===== src/rtl/sc_tx_pkg.sv =====
// Shared constants and types for the smart card transmitter.
// Assumes a strobe that pulses SUBS times per ETU.
package sc_tx_pkg;
    localparam int DATA_W     = 8;
    localparam int GUARD_W    = 8;
    localparam int SUBS       = 10;
    localparam int FRAME_BITS = DATA_W + 2;
    localparam int BASE_ETU   = 12;
    localparam int FRAC_T0    = 118;
    localparam int FRAC_T1    = 108;
    localparam int CNT_W      = 12;
    localparam int SUB_W      = $clog2(SUBS);
    localparam int BIT_W      = $clog2(FRAME_BITS);
    localparam int BASE_GAP   = BASE_ETU * SUBS;

    typedef enum logic [1:0] {ST_IDLE, ST_ARMED, ST_SEND} tx_state_t;
    typedef logic [FRAME_BITS-1:0] frame_t;
endpackage


===== src/rtl/sc_tx_encode.sv =====
// Builds the serial frame for one byte: start bit, data in send order,
// then even parity. Bit 0 of the frame is sent first.
// Assumes the convention input is stable while the byte is captured.
module sc_tx_encode
    import sc_tx_pkg::*;
(
    input  logic              conv_inv,
    input  logic [DATA_W-1:0] data,
    output frame_t            frame
);
    logic [DATA_W-1:0] ordered;

    // Place each data bit at its send position for the chosen convention.
    for (genvar i = 0; i < DATA_W; i++) begin : g_order
        assign ordered[i] = conv_inv ? ~data[DATA_W-1-i] : data[i];
    end

    // Parity last, data in the middle, low start bit first.
    assign frame = {^ordered, ordered, 1'b0};
endmodule


===== src/rtl/sc_tx_holdbuf.sv =====
// Single-entry host transmit buffer with its empty flag.
// Assumes the consumer asserts take only while valid is high.
module sc_tx_holdbuf
    import sc_tx_pkg::*;
(
    input  logic              clk,
    input  logic              rst_n,
    input  logic              tx_mode,
    input  logic              wr_en,
    input  logic [DATA_W-1:0] wr_data,
    input  logic              take,
    output logic              valid,
    output logic [DATA_W-1:0] data,
    output logic              buf_empty
);
    logic valid_nxt;

    // Next occupancy: drained by the consumer, filled by an accepted write.
    always_comb begin
        valid_nxt = valid;
        if (!tx_mode)
            valid_nxt = 1'b0;
        else if (take)
            valid_nxt = 1'b0;
        else if (wr_en && !valid)
            valid_nxt = 1'b1;
    end

    // Occupancy and the host-visible empty flag.
    always_ff @(posedge clk) begin
        if (!rst_n) begin
            valid     <= 1'b0;
            buf_empty <= 1'b0;
        end else begin
            valid     <= valid_nxt;
            buf_empty <= tx_mode && !valid_nxt;
        end
    end

    // Capture the byte only when the buffer is free.
    always_ff @(posedge clk) begin
        if (!rst_n)
            data <= '0;
        else if (tx_mode && wr_en && !valid)
            data <= wr_data;
    end

    AST_RX_NOT_EMPTY: assert property (@(posedge clk) disable iff (!rst_n)
        !tx_mode |=> !buf_empty);
    AST_MODE_SETS_EMPTY: assert property (@(posedge clk) disable iff (!rst_n)
        ($rose(tx_mode) && !wr_en) |=> buf_empty);
    AST_WRITE_CLEARS_EMPTY: assert property (@(posedge clk) disable iff (!rst_n)
        (tx_mode && wr_en && buf_empty) |=> !buf_empty);
    AST_FULL_HOLDS: assert property (@(posedge clk) disable iff (!rst_n)
        (tx_mode && valid && !take) |=> (valid && $stable(data)));
endmodule


===== src/rtl/sc_tx_spacing.sv =====
// Counts strobes since the last start bit and says when the next one may go.
// The counter saturates, so the first start after a long idle is not delayed.
// Assumes launch is only raised in a strobe cycle.
module sc_tx_spacing
    import sc_tx_pkg::*;
(
    input  logic               clk,
    input  logic               rst_n,
    input  logic               subtick,
    input  logic               launch,
    input  logic               retx_arm,
    input  logic               proto_t1,
    input  logic [GUARD_W-1:0] guard_ext,
    output logic               gap_ok
);
    localparam logic [CNT_W-1:0] CNT_MAX = '1;

    logic [CNT_W-1:0] cnt_q;
    logic [CNT_W-1:0] req;

    // Required distance in strobes for the frame waiting to start.
    always_comb begin
        if (retx_arm)
            req = CNT_W'(BASE_GAP);
        else if (guard_ext == {GUARD_W{1'b1}})
            req = proto_t1 ? CNT_W'(FRAC_T1) : CNT_W'(FRAC_T0);
        else
            req = CNT_W'(BASE_GAP) + CNT_W'(guard_ext) * CNT_W'(SUBS);
    end

    // Strobe counter, cleared by each start bit.
    always_ff @(posedge clk) begin
        if (!rst_n)
            cnt_q <= CNT_MAX;
        else if (launch)
            cnt_q <= '0;
        else if (subtick && cnt_q != CNT_MAX)
            cnt_q <= cnt_q + 1'b1;
    end

    assign gap_ok = cnt_q >= (req - 1'b1);

    AST_MIN_SPACING: assert property (@(posedge clk) disable iff (!rst_n)
        launch |-> (cnt_q >= CNT_W'(FRAC_T1 - 1)));
    AST_LAUNCH_ON_STROBE: assert property (@(posedge clk) disable iff (!rst_n)
        launch |-> subtick);
endmodule


===== src/rtl/sc_tx_shifter.sv =====
// Serial side: waits for the spacing window, shifts a frame out bit by bit,
// keeps the last frame for a resend and gives a resend priority over the buffer.
// Assumes the strobe pulses SUBS times per ETU.
module sc_tx_shifter
    import sc_tx_pkg::*;
(
    input  logic   clk,
    input  logic   rst_n,
    input  logic   subtick,
    input  logic   buf_valid,
    input  frame_t enc_frame,
    input  logic   retx_req,
    input  logic   gap_ok,
    output logic   take,
    output logic   launch,
    output logic   retx_arm,
    output logic   txd
);
    tx_state_t          st;
    frame_t             frame_q;
    logic [SUB_W-1:0]   sub_q;
    logic [BIT_W-1:0]   bit_q;
    logic [BIT_W-1:0]   nxt_bit;
    logic               line_q;
    logic               sent_any;
    logic               retx_pend;
    logic               retx_q;
    logic               retx_go;

    assign retx_go  = (st == ST_IDLE) && retx_pend;
    assign take     = (st == ST_IDLE) && !retx_pend && buf_valid;
    assign launch   = (st == ST_ARMED) && subtick && gap_ok;
    assign nxt_bit  = bit_q + 1'b1;
    assign retx_arm = retx_q;
    assign txd      = line_q;

    // Hold a resend request until the serial side is idle.
    always_ff @(posedge clk) begin
        if (!rst_n)
            retx_pend <= 1'b0;
        else if (retx_go)
            retx_pend <= 1'b0;
        else if (retx_req && sent_any)
            retx_pend <= 1'b1;
    end

    // Frame sequencing: arm, start on the spacing window, shift bits.
    always_ff @(posedge clk) begin
        if (!rst_n) begin
            st       <= ST_IDLE;
            frame_q  <= '1;
            sub_q    <= '0;
            bit_q    <= '0;
            line_q   <= 1'b1;
            sent_any <= 1'b0;
            retx_q   <= 1'b0;
        end else begin
            case (st)
                ST_IDLE: begin
                    if (retx_go) begin
                        retx_q <= 1'b1;
                        st     <= ST_ARMED;
                    end else if (take) begin
                        frame_q <= enc_frame;
                        retx_q  <= 1'b0;
                        st      <= ST_ARMED;
                    end
                end
                ST_ARMED: begin
                    if (launch) begin
                        st       <= ST_SEND;
                        line_q   <= frame_q[0];
                        sub_q    <= '0;
                        bit_q    <= '0;
                        sent_any <= 1'b1;
                    end
                end
                ST_SEND: begin
                    if (subtick) begin
                        if (sub_q == SUB_W'(SUBS - 1)) begin
                            sub_q <= '0;
                            if (bit_q == BIT_W'(FRAME_BITS - 1)) begin
                                st     <= ST_IDLE;
                                line_q <= 1'b1;
                            end else begin
                                bit_q  <= nxt_bit;
                                line_q <= frame_q[nxt_bit];
                            end
                        end else begin
                            sub_q <= sub_q + 1'b1;
                        end
                    end
                end
                default: st <= ST_IDLE;
            endcase
        end
    end

    AST_IDLE_LINE_HIGH: assert property (@(posedge clk) disable iff (!rst_n)
        (st != ST_SEND) |-> line_q);
    AST_SUB_RANGE: assert property (@(posedge clk) disable iff (!rst_n)
        sub_q < SUB_W'(SUBS));
    AST_FRAME_KEPT_BUSY: assert property (@(posedge clk) disable iff (!rst_n)
        (st != ST_IDLE) |=> $stable(frame_q));
    AST_LINE_ON_STROBE: assert property (@(posedge clk) disable iff (!rst_n)
        !subtick |=> $stable(line_q));
endmodule


===== src/rtl/sc_tx_guard.sv =====
// Top of the smart card transmitter: host buffer, encoder, spacing timer
// and serial shifter. Assumes subtick comes from an external ETU divider.
module sc_tx_guard
    import sc_tx_pkg::*;
(
    input  logic               clk,
    input  logic               rst_n,
    input  logic               tx_mode,
    input  logic               conv_inv,
    input  logic               proto_t1,
    input  logic [GUARD_W-1:0] guard_ext,
    input  logic               wr_en,
    input  logic [DATA_W-1:0]  wr_data,
    input  logic               retx_req,
    input  logic               subtick,
    output logic               buf_empty,
    output logic               txd
);
    logic              take;
    logic              buf_valid;
    logic [DATA_W-1:0] buf_data;
    frame_t            enc_frame;
    logic              launch;
    logic              retx_arm;
    logic              gap_ok;

    sc_tx_holdbuf u_buf (
        .clk       (clk),
        .rst_n     (rst_n),
        .tx_mode   (tx_mode),
        .wr_en     (wr_en),
        .wr_data   (wr_data),
        .take      (take),
        .valid     (buf_valid),
        .data      (buf_data),
        .buf_empty (buf_empty)
    );

    sc_tx_encode u_enc (
        .conv_inv (conv_inv),
        .data     (buf_data),
        .frame    (enc_frame)
    );

    sc_tx_spacing u_gap (
        .clk       (clk),
        .rst_n     (rst_n),
        .subtick   (subtick),
        .launch    (launch),
        .retx_arm  (retx_arm),
        .proto_t1  (proto_t1),
        .guard_ext (guard_ext),
        .gap_ok    (gap_ok)
    );

    sc_tx_shifter u_shf (
        .clk       (clk),
        .rst_n     (rst_n),
        .subtick   (subtick),
        .buf_valid (buf_valid),
        .enc_frame (enc_frame),
        .retx_req  (retx_req),
        .gap_ok    (gap_ok),
        .take      (take),
        .launch    (launch),
        .retx_arm  (retx_arm),
        .txd       (txd)
    );
endmodule


===== config.mk =====
export PLATFORM = sky130hd
export DESIGN_NAME = sc_tx_guard
export DESIGN_NICKNAME = d
export VERILOG_FILES = /design/src/rtl/sc_tx_pkg.sv /design/src/rtl/sc_tx_encode.sv /design/src/rtl/sc_tx_holdbuf.sv /design/src/rtl/sc_tx_spacing.sv /design/src/rtl/sc_tx_shifter.sv /design/src/rtl/sc_tx_guard.sv
export SDC_FILE = /design/constraint.sdc
export NUM_CORES = 1
export LEC_CHECK = 0
export BUFFER_PORTS_ARGS = -buffer_cell sky130_fd_sc_hd__buf_2
export CAP_MARGIN = 20
export CORE_ASPECT_RATIO = 0.7
export CORE_MARGIN = 5
export CORE_UTILIZATION = 60
export CTS_CLUSTER_SIZE = 28
export DETAILED_ROUTE_END_ITERATION = 8
export PLACE_DENSITY = 0.8
export SYNTH_ARGS = -nofsm -noshare
export SYNTH_HDL_FRONTEND = slang
export SYNTH_SLANG_ARGS = --single-unit

===== constraint.sdc =====
create_clock -name clk -period 6.4 [get_ports clk]
set_clock_uncertainty 0.15 [all_clocks]
set_input_delay 0.96 -clock clk [delete_from_list [all_inputs] [get_ports clk]]
set_output_delay 0.96 -clock clk [all_outputs]
set_load 0.02 [all_outputs]

* Yosys cells after proc, flatten, opt, wreduce, memory -nomap -nowiden
Cells that the tools add are included.
Storage, ports and cells: register bits after elaboration 46, bits of input ports 24, output and inout port bits 2, logic and storage cells 109
Cells by class: $add $sub $neg 5, $mul 1, order comparisons 2, equal/unequal tests 12, muxes and demuxes 40, bitwise operators 10, reduce and logical (&&, ||, !) cells 27
Operator list (count):
- 12-bit 2-to-1 mux | 4
- 4-bit 2-to-1 mux | 6
- 1-bit 2-to-1 mux | 18
- 4-bit one-hot mux with 2 select lines | 2
- 12-bit by 1-bit adder with 12-bit output, second input constant | 1
- 7-bit by 12-bit adder with 12-bit output, first input constant | 1
- 12-bit greater-or-equal comparator | 1
- 2-bit 2-to-1 mux | 6
- 12-bit != test, second input constant | 1
- 12-bit by 1-bit subtractor with 12-bit output, second input constant | 1
- 1-bit logical AND | 11
- 8-bit by 3-bit multiplier with 11-bit output, second input constant | 1
- 1-bit inverter | 10
- 5-bit AND reduction | 2
- 4-bit by 1-bit adder with 4-bit output, second input constant | 2
- 4-bit == test, second input constant | 2
- 8-bit == test, second input constant | 1
- 8-bit parity | 1
- 2-bit != test, second input constant | 3
- 2-bit one-hot mux with 3 select lines | 1
- 3-bit AND reduction | 2
- 2-bit nonzero test | 3
- 4-bit by 5-bit less-than comparator with 1-bit output, second input constant | 1
- 5-bit 2-to-1 mux | 1
- other kinds (11) | 15

* Longest topological paths before layout
Gate-level depths: netlist (run 1).
depth in word-level cells 9, depth in mapped cells 18, mapped depth without buffers 18

* Cells and area by module
A second synthesis (run 1) with hierarchy kept.
Second synthesis, totals: cell total of the unflattened synthesis 394, area, all modules 3344.5 um^2
Modules (own cells, without submodules):
- sc_tx_spacing | instances 1, cells an instance 192, area an instance 1519.0 um^2, sequential area each 240.2 um^2
- sc_tx_shifter | instances 1, cells an instance 130, area an instance 1163.6 um^2, sequential area each 480.5 um^2
- sc_tx_holdbuf | instances 1, cells an instance 42, area an instance 394.1 um^2, sequential area each 200.2 um^2
- sc_tx_encode | instances 1, cells an instance 30, area an instance 267.8 um^2, sequential area each 0.0 um^2

* Worst setup path after synthesis (run 1)
No wires, ideal clock.
path type input port to flip-flop, start input port guard_ext[1], end register u_shf.sub_q[2], library setup time 0.116 ns, arrival time 4.506 ns, data required time 6.134 ns, setup slack 1.628 ns, cell stages on the path 17, buffers on the path 0, cell sequence ha_1 ha_1 inv_1 fa_1 nand2b_1 a21oi_1 xor2_1 or4_4 a21oi_1 xnor2_1 ha_1 nand4_1 nor3_1 a2bb2oi_1 a2111oi_2 o211ai_1 and3b_1
Between the ends: longest elaborated chain between the ends 9, elaborated cells on any way between the ends 10, classes of those cells add/sub (2); mul (1); order compare (1); eq/ne (2); mux (2); reduce/logical (2)
Ends and longest elaborated chain:
- from (decl) | line sc_tx_guard.sv:11 | input logic [GUARD_W-1:0] guard_ext,
- 8-bit by 3-bit multiplier with 11-bit output | line sc_tx_spacing.sv:28 | req = CNT_W'(BASE_GAP) + CNT_W'(guard_ext) * CNT_W'(SUBS);
- 7-bit by 12-bit adder with 12-bit output | line sc_tx_spacing.sv:28
- 12-bit 2-to-1 mux * | line sc_tx_spacing.sv:25 | else if (guard_ext == {GUARD_W{1'b1}})
- 12-bit 2-to-1 mux * | line sc_tx_spacing.sv:23 | if (retx_arm)
- 12-bit by 1-bit subtractor with 12-bit output * | line sc_tx_spacing.sv:41 | assign gap_ok = cnt_q >= (req - 1'b1);
- 12-bit greater-or-equal comparator * | line sc_tx_spacing.sv:41
- 1-bit logical AND * | line sc_tx_shifter.sv:32 | assign launch = (st == ST_ARMED) && subtick && gap_ok;
- 2-bit != test (no line) *
- 3-bit AND reduction (no line) *
- to (signal assigned) | line sc_tx_shifter.sv:90 | sub_q <= sub_q + 1'b1;
- to (decl) | line sc_tx_shifter.sv:21 | logic [SUB_W-1:0] sub_q;
Every way passes the cells marked *; elsewhere a longest branch is shown, timed or not. A chain may end at the register's enable or synchronous reset.

* Worst setup path in the final report (run 1)
start input port guard_ext[1], end register u_gap.cnt_q[9]
Between the ends: longest elaborated chain between the ends 8, elaborated cells on any way between the ends 10, classes of those cells add/sub (2); mul (1); order compare (1); eq/ne (1); mux (3); reduce/logical (2)
Ends and longest elaborated chain:
- 8-bit by 3-bit multiplier with 11-bit output | line sc_tx_spacing.sv:28
- 7-bit by 12-bit adder with 12-bit output | line sc_tx_spacing.sv:28
- 12-bit 2-to-1 mux * | line sc_tx_spacing.sv:25
- 12-bit 2-to-1 mux * | line sc_tx_spacing.sv:23
- 12-bit by 1-bit subtractor with 12-bit output * | line sc_tx_spacing.sv:41
- 12-bit greater-or-equal comparator * | line sc_tx_spacing.sv:41
- 1-bit logical AND * | line sc_tx_shifter.sv:32
- 12-bit 2-to-1 mux / 2-bit nonzero test (equally long branches)
- to (signal assigned) | line sc_tx_spacing.sv:38 | cnt_q <= cnt_q + 1'b1;
- to (decl) | line sc_tx_spacing.sv:18 | logic [CNT_W-1:0] cnt_q;
Marked as above.

==> metrics.md, run 1 <==
| Metric | Value |
|---|---|
| Switching share of power | `39.3%` |
| Slew @ Worst Pin | `991 ps` |
| Worst Setup Start Kind | `input port` |
| Post-synth top area cell | `dfxtp_1` |
| Reg area | `921 um^2` |
| Via count | `2745` |
| Cts bufs inserted | `5` |
| Peak VDD IR | `0.000139 V` |
| # IOs | `26` |
| Met1 wire length | `3.27 mm` |
| Total Routed Length | `6.67 mm` |
| Critical Path Fanout Max | `14` |
| Met3 Wirelength | `342 um` |
| # rows | `22` |
| Total congestion overflow | `0` |
| Hold_sp | `u_shf.frame_q[0]` |
| PwrDens | `283 nW/um^2` |
| CTS sink count | `46` |
| Commonest cells post-synth | `dfxtp_1 (46), nand2_1 (46), o21ai_0 (37)` |
| First-pass GRT wire length | `11.1 mm` |
| Outcome | `complete, no violations` |
| Critical Path End Type | `register` |
| DRC | `0` |
| Slew HR | `33.9%` |
| Total negative slack | `0 ps` |
| Die area | `6930 um^2` |
| Post-Syn Area | `3200 um^2` |
| Multi-input combinational cell area | `2180 um^2` |
| First-pass DRT Iterations | `4` |
| WHS Endpoint | `u_shf.frame_q[0]` |
| Yosys cell types | `44` |
| Placed cell areas | `3370 um^2` |
| Ant. Diodes | `0` |
| DP Wirelength | `5.13 mm` |
| Initial antenna violation count | `0` |
| Min cycle time layout | `5240 ps` |
| Worst reg2reg setup slack | `2680 ps` |
| Highest routed layer | `met4` |
| Root Buffer | `clkbuf_8` |
| Critical path required time | `6390 ps` |
| Met2 routed WL | `3.00 mm` |
| Placer congestion estimate | `0.912` |
| Vias in the first global route | `2439` |
| DR WL/cell | `13.9 um` |
| Largest buffer count on any clock path | `2` |
| Number of port buffers | `25` |
| Post-route insts no fill | `479` |
| Final slew viol count | `0` |
| Sw power | `384 uW` |
| Antenna Nets Post-Route | `0` |
| CTS resizes | `0` |
| Sequential share of power | `38.0%` |
| TritonCTS clock tree | `built` |
| Hold-fix buffer count after cts | `0` |
| Largest net degree at the start of global routing | `48` |
| Final setup violation count | `0` |
| Post-synth EDFFs | `0` |
| Async set-reset flop share out of synthesis | `0%` |
| Comb power frac | `43.8%` |
| Crit share post-route | `81.9%` |
| Dpl cells | `471` |
| Cell Int Power | `594 uW` |
| Ys Warns | `0` |
| Static leakage power | `1.50 nW` |
| Min-Delay Path Depth | `2` |
| Synth Flop Type | `dfxtp_1` |
| Worst R2R Path Depth | `15` |
| Final net count | `461` |
| Fin Hold WS | `321 ps` |
| Data arrival time of the worst path | `5240 ps` |
| Initial Util | `61.6%` |
| Layout cells sized above 1 | `10.8%` |
| Clock power frac | `18.2%` |
| Die height | `71.1 um` |
| Critical R2R Launch | `u_shf.retx_arm` |
| Core Box Area | `5200 um^2` |
| Sequential share of the synthesized area | `28.7%` |
| Crit path kind | `in2reg` |
| Die extent in x | `97.3 um` |
| Fmax | `191 MHz` |
| Design area | `3460 um^2` |
| Clk_lat worst skew | `300 ps` |
| H-tree levels | `2` |
| Reg-to-Reg End | `u_gap.cnt_q[9]` |
| Post-CTS Setup Repair Bufs | `0` |
| Maxcap violations | `0` |
| DR iter-0 viols | `162` |
| Synth top area share | `28.7%` |
| Post-Syn Area per Cell | `8.28 um^2` |
| RSZ-0062 raised after global routing | `false` |
| Post-Syn Instances | `387` |
| Worst hold path class | `reg2reg` |
| Seq cells post-synth | `46` |
| Vias/cell | `5.73` |
| Syn_nets | `442` |
| Tot Pwr | `979 uW` |
| FILL cells | `438` |
| Area contributors post-synth | `dfxtp_1 (29%), ha_1 (12%), o21ai_0 (5.8%), nand2_1 (5.4%), xnor2_1 (4.9%)` |
| Clock transition at path regs | `90 ps` |
| Layout area overhead | `8.00%` |
| Gr usage total | `19.2%` |
| Hold Fails Final Rpt | `0` |
[cell usage in the layout, fill, tap and decap left out, types with 6 or more instances in the layout]
cell and count:
a21oi_1 17, nand2_1 46, ha_1 30, o211ai_1 13, nand2b_1 6, nand4_1 8, nand3_1 11, nor3_1 7
xnor2_1 18, inv_1 15, mux2i_1 15, nor2_1 22, o21ai_0 37, buf_2 25, xor2_1 12, dfxtp_1 46
a21o_1 6, nor2b_1 15
[power by group through the flow]
| stage | Combinational (mW) | Sequential (mW) | Clock (mW) |
|---|---|---|---|
| floorplan | 0.341 | 0.365 | 0 |
| global placement | 0.404 | 0.376 | 0 |
| detailed placement | 0.417 | 0.378 | 0 |
| CTS | 0.424 | 0.372 | 0.183 |
| global route | 0.480 | 0.379 | 0.197 |
| finish | 0.429 | 0.372 | 0.178 |
[worst max-delay path: stages]
cell	delay, ps
buf_2	120
ha_1	270
ha_1	180
inv_1	60
fa_1	400
xor2_1	310
nand3_1	220
or4_4	560
a21oi_1	210
xnor2_1	90
ha_1	330
nand4_1	110
nor3_1	210
a2bb2oi_1	150
a21oi_1	820
o21ai_0	230
[logic make-up (layout without fill, tap and decap cells)]
group                    Yosys count  in the layout  share of synthesized area, %
AO/OA/AOI/OAI                     95             95                          18.6
XOR/XNOR                          31             31                          9.06
adder cells (fa/ha/maj)           31             31                          12.3
buffers and inverters             28             48                          3.28
flip-flops                        46             46                          28.7
multiplexers                      17             17                          6.09
AND/OR/NAND/NOR                  139            139                          21.9
[flip-flops by register name (all words and copies together) (netlist names)]
register,count
u_shf.st,2
u_buf.buf_empty,1
u_shf.frame_q,10
u_shf.bit_q,4
u_shf.sub_q,4
u_shf.txd,1
u_shf.retx_pend,1
u_shf.sent_any,1
u_gap.cnt_q,12
u_shf.retx_arm,1
u_buf.data,8
u_buf.valid,1
[metrics by stage]
stage	utilization [%]	setup slack, ps
after floorplan	-	1630
final	66.5	1160
after CTS	66.5	1190
after global placement	64.8	1100
after detailed placement	64.8	940
after global routing	66.5	854
[per-layer routing]
| metal | track usage (%) | vias up |
|---|---|---|
| met5 | 0 | - |
| met4 | 5.22 | 0 |
| met3 | 4.14 | 7 |
| met2 | 30.4 | 62 |
| met1 | 26.8 | 1255 |
| li1 | - | 1421 |
[worst max-delay path by stage]
stage,from,to,slack [ps]
final,guard_ext[1],u_gap.cnt_q[9],1160
after global routing,guard_ext[1],u_gap.cnt_q[4],850
after CTS,guard_ext[1],u_gap.cnt_q[9],1190
after detailed placement,guard_ext[1],u_gap.cnt_q[9],940
after global placement,guard_ext[1],u_gap.cnt_q[7],1100
after floorplan,guard_ext[1],u_shf.sub_q[2],1630
[final cells by class]
type                    instances  area share [%]
multi-input cells             313            62.9
flip-flops and latches         46            26.6
repair buffers                 25            3.62
well taps                      72            2.60
clock buffers                   5            1.99
inverters                      15            1.63
clock inverters                 3           0.615
Note: power is estimated with default switching activity, not from simulation.
==> run 2, diff against run 1 <==
--- a/config.mk
+++ b/config.mk
@@ -5,14 +5,15 @@
 export SDC_FILE = /design/constraint.sdc
 export NUM_CORES = 1
 export LEC_CHECK = 0
+export ABC_AREA = 1
 export BUFFER_PORTS_ARGS = -buffer_cell sky130_fd_sc_hd__buf_2
 export CAP_MARGIN = 20
 export CORE_ASPECT_RATIO = 0.7
 export CORE_MARGIN = 5
-export CORE_UTILIZATION = 60
+export CORE_UTILIZATION = 55
 export CTS_CLUSTER_SIZE = 28
 export DETAILED_ROUTE_END_ITERATION = 8
-export PLACE_DENSITY = 0.8
+export PLACE_DENSITY = 0.77
 export SYNTH_ARGS = -nofsm -noshare
 export SYNTH_HDL_FRONTEND = slang
 export SYNTH_SLANG_ARGS = --single-unit
==> constraint.sdc (replaced) <==
create_clock -name clk -period 4.75 [get_ports clk]
set_clock_uncertainty 0.15 [all_clocks]
set_input_delay 0.7125 -clock clk [delete_from_list [all_inputs] [get_ports clk]]
set_output_delay 0.7125 -clock clk [all_outputs]
set_load 0.02 [all_outputs]
==> run 2 against run 1 <==
- clock-buffer cell count up 2
- register-to-register slack got worse by 1200 ps
- first-iteration DRC count down 1.9%
- global-route usage shrank 0.35 points
- die area increased by 17%
- sequential power grew 34%
==> metrics.md, run 2 <==
| Metric | Value |
|---|---|
| Final net count | `609` |
| Critical path required time | `4760 ps` |
| Synth Flop Type | `dfxtp_1` |
| Final slew viol count | `0` |
| Worst Setup Start Kind | `input port` |
| CTS sink count | `46` |
| Root Buffer | `clkbuf_8` |
| Fin Hold WS | `323 ps` |
| Yosys cell types | `38` |
| DRC | `0` |
| Slew @ Worst Pin | `728 ps` |
| Crit share post-route | `89.6%` |
| TritonCTS clock tree | `built` |
| Antenna Nets Post-Route | `0` |
| Max reg flops | `12` |
| Core Box Area | `6220 um^2` |
| Post-Syn Instances | `531` |
| Slew HR | `51.1%` |
| H-tree levels | `2` |
| Die height | `76.9 um` |
| Tot Pwr | `1.38 mW` |
| Post-Syn Area per Cell | `6.62 um^2` |
| Largest net degree at the start of global routing | `26` |
| Static leakage power | `1.91 nW` |
| Via count | `3363` |
| Peak VDD IR | `0.000172 V` |
| Largest registers | `u_gap.cnt_q (12), u_shf.frame_q (10), u_buf.data (8)` |
| Post-synth top area cell | `dfxtp_1` |
| Critical Path End Type | `register` |
| Synth top area share | `26.2%` |
| Sequential share of the synthesized area | `26.2%` |
| Met3 Usage GRT | `4.03%` |
| Post-CTS Setup Repair Bufs | `0` |
| Clk_lat worst skew | `300 ps` |
| Ys Warns | `0` |
| Min cycle time layout | `4250 ps` |
| Post-Syn Area | `3510 um^2` |
| Design area | `3780 um^2` |
| Area contributors post-synth | `dfxtp_1 (26%), nand2_1 (13%), ha_1 (11%), nand3_1 (6.8%), inv_1 (6.4%)` |
| PwrDens | `365 nW/um^2` |
| Layout area overhead | `7.69%` |
| # IOs | `26` |
| Final Util | `60.9%` |
| Most common cell in the netlist | `nand2_1` |
| RSZ-0062 raised after global routing | `false` |
| Fmax | `235 MHz` |
| First-pass DRT Iterations | `5` |
| Critical Path Fanout Max | `17` |
| Initial antenna violation count | `0` |
| Total congestion overflow | `0` |
| First-pass GRT wire length | `13.2 mm` |
| Syn_nets | `586` |
| Number of port buffers | `25` |
| Leading cell type in the layout, fill and taps excluded | `nand2_1` |
| Total Routed Length | `7.60 mm` |
| Hold-fix buffer count after cts | `0` |
| Layout cells sized above 1 | `12.6%` |
| Die extent in x | `106 um` |
| Largest buffer count on any clock path | `2` |
| Die area | `8110 um^2` |
| Met1 Use GR | `28.3%` |
| Ant. Diodes | `0` |
| Outcome | `complete, no violations` |
| GRT met2 Usage | `28.1%` |
| Commonest cells post-synth | `nand2_1 (121), inv_1 (60), nor2_1 (58)` |
| Placed cell areas | `3690 um^2` |
| Biggest register | `u_gap.cnt_q` |
| Reg area | `921 um^2` |
| Maxcap violations | `0` |
| # rows | `24` |
| FILL cells | `583` |
| Cts bufs inserted | `5` |
| Crit path kind | `in2reg` |
| Gr usage total | `18.9%` |
| Vias in the first global route | `3023` |
| Multi-input combinational cell area | `2300 um^2` |
| CTS resizes | `0` |
| Async set-reset flop share out of synthesis | `0%` |
| Post-synth EDFFs | `0` |
| Most frequent cells in the layout | `nand2_1 (121), inv_1 (60), nor2_1 (58)` |
| Placer congestion estimate | `0.884` |
| Worst hold path class | `reg2reg` |
| Initial Util | `56.5%` |
| Total negative slack | `0 ps` |
| Seq cells post-synth | `46` |
| Clock transition at path regs | `80 ps` |
| Final setup violation count | `0` |
| Hold Fails Final Rpt | `0` |
| Vias/cell | `5.31` |
| Top Usage Layer GRT | `met1` |
| DR iter-0 viols | `159` |
| Data arrival time of the worst path | `4260 ps` |
| DP Wirelength | `5.97 mm` |
| DR WL/cell | `12.0 um` |
[run 2: path summary, 6_finish.rpt]
kind,startpoint,end,slack [ps],cells past startpoint
min reg2reg,u_shf.frame_q[5],u_shf.frame_q[5],320,2
max,guard_ext[1],u_shf.bit_q[1],500,24
min,u_shf.frame_q[5],u_shf.frame_q[5],320,2
max reg2reg,u_shf.retx_arm,u_shf.bit_q[1],1510,20
[run 2: area by class of cell]
class | instances | area share, %
Clock buffer | 7 | 2.28
Clock inverter | 1 | 0.132
Inverter | 67 | 6.65
Multi-Input combinational cell | 409 | 60.7
Sequential cell | 46 | 24.3
Tap cell | 78 | 2.58
Timing Repair Buffer | 25 | 3.31
[run 2: worst max-delay path: stages]
cell	delay, ps
buf_2	130
ha_1	290
ha_1	230
inv_1	70
fa_1	450
xnor2_1	150
a21oi_1	160
nand2_1	110
nor2_1	140
nand2_2	80
nor2_2	150
xor2_1	170
ha_1	260
nand2_1	70
nor2_1	50
and2_1	130
nand2_1	60
nand3_1	80
nand2_2	270
nand2_4	150
nand2_2	140
nand2_1	60
o21ai_1	70
nor2_1	50
[run 2: stage by stage]
step | instances | setup slack [ps]
2_1_floorplan | 531 | 842
3_3_place_gp | 625 | 319
3_5_place_dp | 625 | 206
4_1_cts | 633 | 523
5_1_grt | 633 | 171
6_report | 633 | 496
[run 2: kinds of logic after synthesis]
| group | count (synthesis) | share of synthesized area, % |
|---|---|---|
| compound gates | 84 | 13.7 |
| buf+inv | 76 | 8.40 |
| simple gates | 275 | 35.6 |
| flops | 46 | 26.2 |
| xor+xnor | 19 | 4.74 |
| fa+ha+maj | 31 | 11.3 |
[run 2: layer usage]
layer | up-vias | wire length, um | share of wire [%]
met1 | 1490 | 4120 | 54
met3 | 9 | 408 | 5.4
li1 | 1786 | - | -
met2 | 78 | 3020 | 40
met4 | 0 | 52 | 0.68
met5 | - | 0 | 0
[run 2: power breakdown]
group	internal, mW	leakage [nW]	switching [mW]
clock network	0.118	0.0482	0.132
logic	0.243	1.48	0.388
registers	0.439	0.377	0.0609
total	0.800	1.91	0.581
==> run 3, diff against run 2 <==
--- a/config.mk
+++ b/config.mk
@@ -5,7 +5,6 @@
 export SDC_FILE = /design/constraint.sdc
 export NUM_CORES = 1
 export LEC_CHECK = 0
-export ABC_AREA = 1
 export BUFFER_PORTS_ARGS = -buffer_cell sky130_fd_sc_hd__buf_2
 export CAP_MARGIN = 20
 export CORE_ASPECT_RATIO = 0.7
==> run 3 against run 2 <==
- die area is 7.8% lower
- first-iteration DRC count is 5.0% lower
- register-to-register slack worse by 330 ps
- combinational power is 4.0% higher
- sequential share of layout area is 0.59 points higher
- critical path type unchanged
==> metrics.md, run 3 (synthesis gave the netlist of run 1 again) <==
| Metric | Value |
|---|---|
| Outcome | `complete, no violations` |
| Number of port buffers | `25` |
| Most frequent cells in the layout | `nand2_1 (46), dfxtp_1 (46), o21ai_0 (36)` |
| Total Routed Length | `7.28 mm` |
| Core Box Area | `5700 um^2` |
| Placer congestion estimate | `0.884` |
| Vias in the first global route | `2562` |
| Crit path kind | `in2reg` |
| Fmax | `215 MHz` |
| Initial Util | `56.2%` |
| First-pass DRT Iterations | `5` |
| Data arrival time of the worst path | `4700 ps` |
| Final slew viol count | `0` |
| Root Buffer | `clkbuf_8` |
| Slew HR | `52.7%` |
| Die extent in x | `101 um` |
| Ant. Diodes | `0` |
| Die area | `7480 um^2` |
| Multi-input combinational cell area | `2250 um^2` |
| Max reg flops | `12` |
| Total congestion overflow | `0` |
| Clock transition at path regs | `80 ps` |
| Critical Path Fanout Max | `4` |
| DRC | `0` |
| Vias/cell | `5.65` |
| Antenna Nets Post-Route | `0` |
| Critical path required time | `4800 ps` |
| Maxcap violations | `0` |
| Worst hold path class | `reg2reg` |
| TritonCTS clock tree | `built` |
| Largest net degree at the start of global routing | `48` |
| Dpl ws | `-113 ps` |
| Final net count | `482` |
| Min cycle time layout | `4650 ps` |
| DR iter-0 viols | `151` |
| Dpl cells | `492` |
| PwrDens | `381 nW/um^2` |
| Tot Pwr | `1.41 mW` |
| Gr usage total | `19.6%` |
| # IOs | `26` |
| Final Util | `64.8%` |
| Final setup violation count | `0` |
| Cts bufs inserted | `5` |
| DP Wirelength | `5.46 mm` |
| Largest buffer count on any clock path | `2` |
| Biggest register | `u_gap.cnt_q` |
| Reg area | `921 um^2` |
| Die height | `73.9 um` |
| Slew @ Worst Pin | `705 ps` |
| Worst Setup Start Kind | `input port` |
| H-tree levels | `2` |
| Layout area overhead | `15.3%` |
| FILL cells | `476` |
| Hold Fails Final Rpt | `0` |
| # rows | `23` |
| First-pass GRT wire length | `11.9 mm` |
| Largest registers | `u_gap.cnt_q (12), u_shf.frame_q (10), u_buf.data (8)` |
| DR WL/cell | `14.5 um` |
| Hold-fix buffer count after cts | `0` |
| Clk_lat worst skew | `290 ps` |
| Layout cells sized above 1 | `18.0%` |
| Post-route insts no fill | `503` |
| Peak VDD IR | `0.000227 V` |
| Initial antenna violation count | `0` |
| Static leakage power | `1.61 nW` |
| CTS sink count | `46` |
| Critical Path End Type | `register` |
| Crit share post-route | `97.9%` |
| Via count | `2840` |
| Fin worst setup slack | `98.8 ps` |
run 3: cell count changes in the layout (fill, tap and decap cells not counted), sizes merged, moves of 5 or more:
cell    previous run  this run
nor2              66        22
nor2b              0        15
nand2            130        46
a21o               1         6
mux2i              0        15
xnor2              9        18
nand2b             0         6
o21ai             43        37
inv               66        15
a21oi             28        17
nand3             56        11
o211ai             5        13
buf               25        46
run 3: worst paths after layout:
path,from,to,slack (ps),cells after the start
max reg2reg,u_shf.retx_arm,u_shf.sub_q[2],1180,17
min reg2reg,u_shf.frame_q[0],u_shf.frame_q[0],330,2
max,guard_ext[2],u_shf.sub_q[2],100,17
min,u_shf.frame_q[0],u_shf.frame_q[0],330,2
run 3: layout make-up:
class | instances | share of cell area [%]
Tap cell | 75 | 2.54
Timing Repair Buffer | 46 | 7.65
Multi-Input combinational cell | 313 | 60.8
Clock buffer | 6 | 2.24
Sequential cell | 46 | 24.9
Clock inverter | 2 | 0.339
Inverter | 15 | 1.52
run 3: critical path, stage by stage:
cell and delay (ps):
buf_2 120, ha_1 310, ha_1 330, a21o_1 240, a211oi_2 300, nor2_1 120
or4_4 560, a21o_1 190, o211ai_1 190, ha_1 220, nand4_1 160, buf_4 170
a2bb2oi_1 150, a2111oi_2 440, buf_4 200, o211ai_1 80, and3b_1 180
run 3: report_power, final:
part | switching (mW) | internal [mW] | total [mW]
clock network | 0.132 | 0.117 | 0.249
logic | 0.351 | 0.305 | 0.656
registers | 0.0626 | 0.440 | 0.503
run 3: metal layers:
metal / wire length [um] / global-route usage (%) / share of wire, % / up-vias
li1: - / - / - / 1456
met1: 3680 / 29.6 / 51 / 1311
met2: 3090 / 29.1 / 42 / 71
met3: 492 / 4.46 / 6.8 / 2
met4: 22 / 2.80 / 0.30 / 0
met5: 0 / 0 / 0 / -
run 3: what timing repair did:
action	4_1_cts	5_1_grt
setup endpoints to repair	0	20
resized for setup	0	14
buffers inserted	0	3
run 3: stage by stage:
step / hold WS, ps / instance area [um^2] / TNS, ps
finish: 330 / 3690 / 0
floorplan: 279 / 3200 / 0
global placement: 311 / 3510 / 0
CTS: 327 / 3600 / 0
global route: 359 / 3690 / -12.0
detailed placement: 308 / 3510 / -409
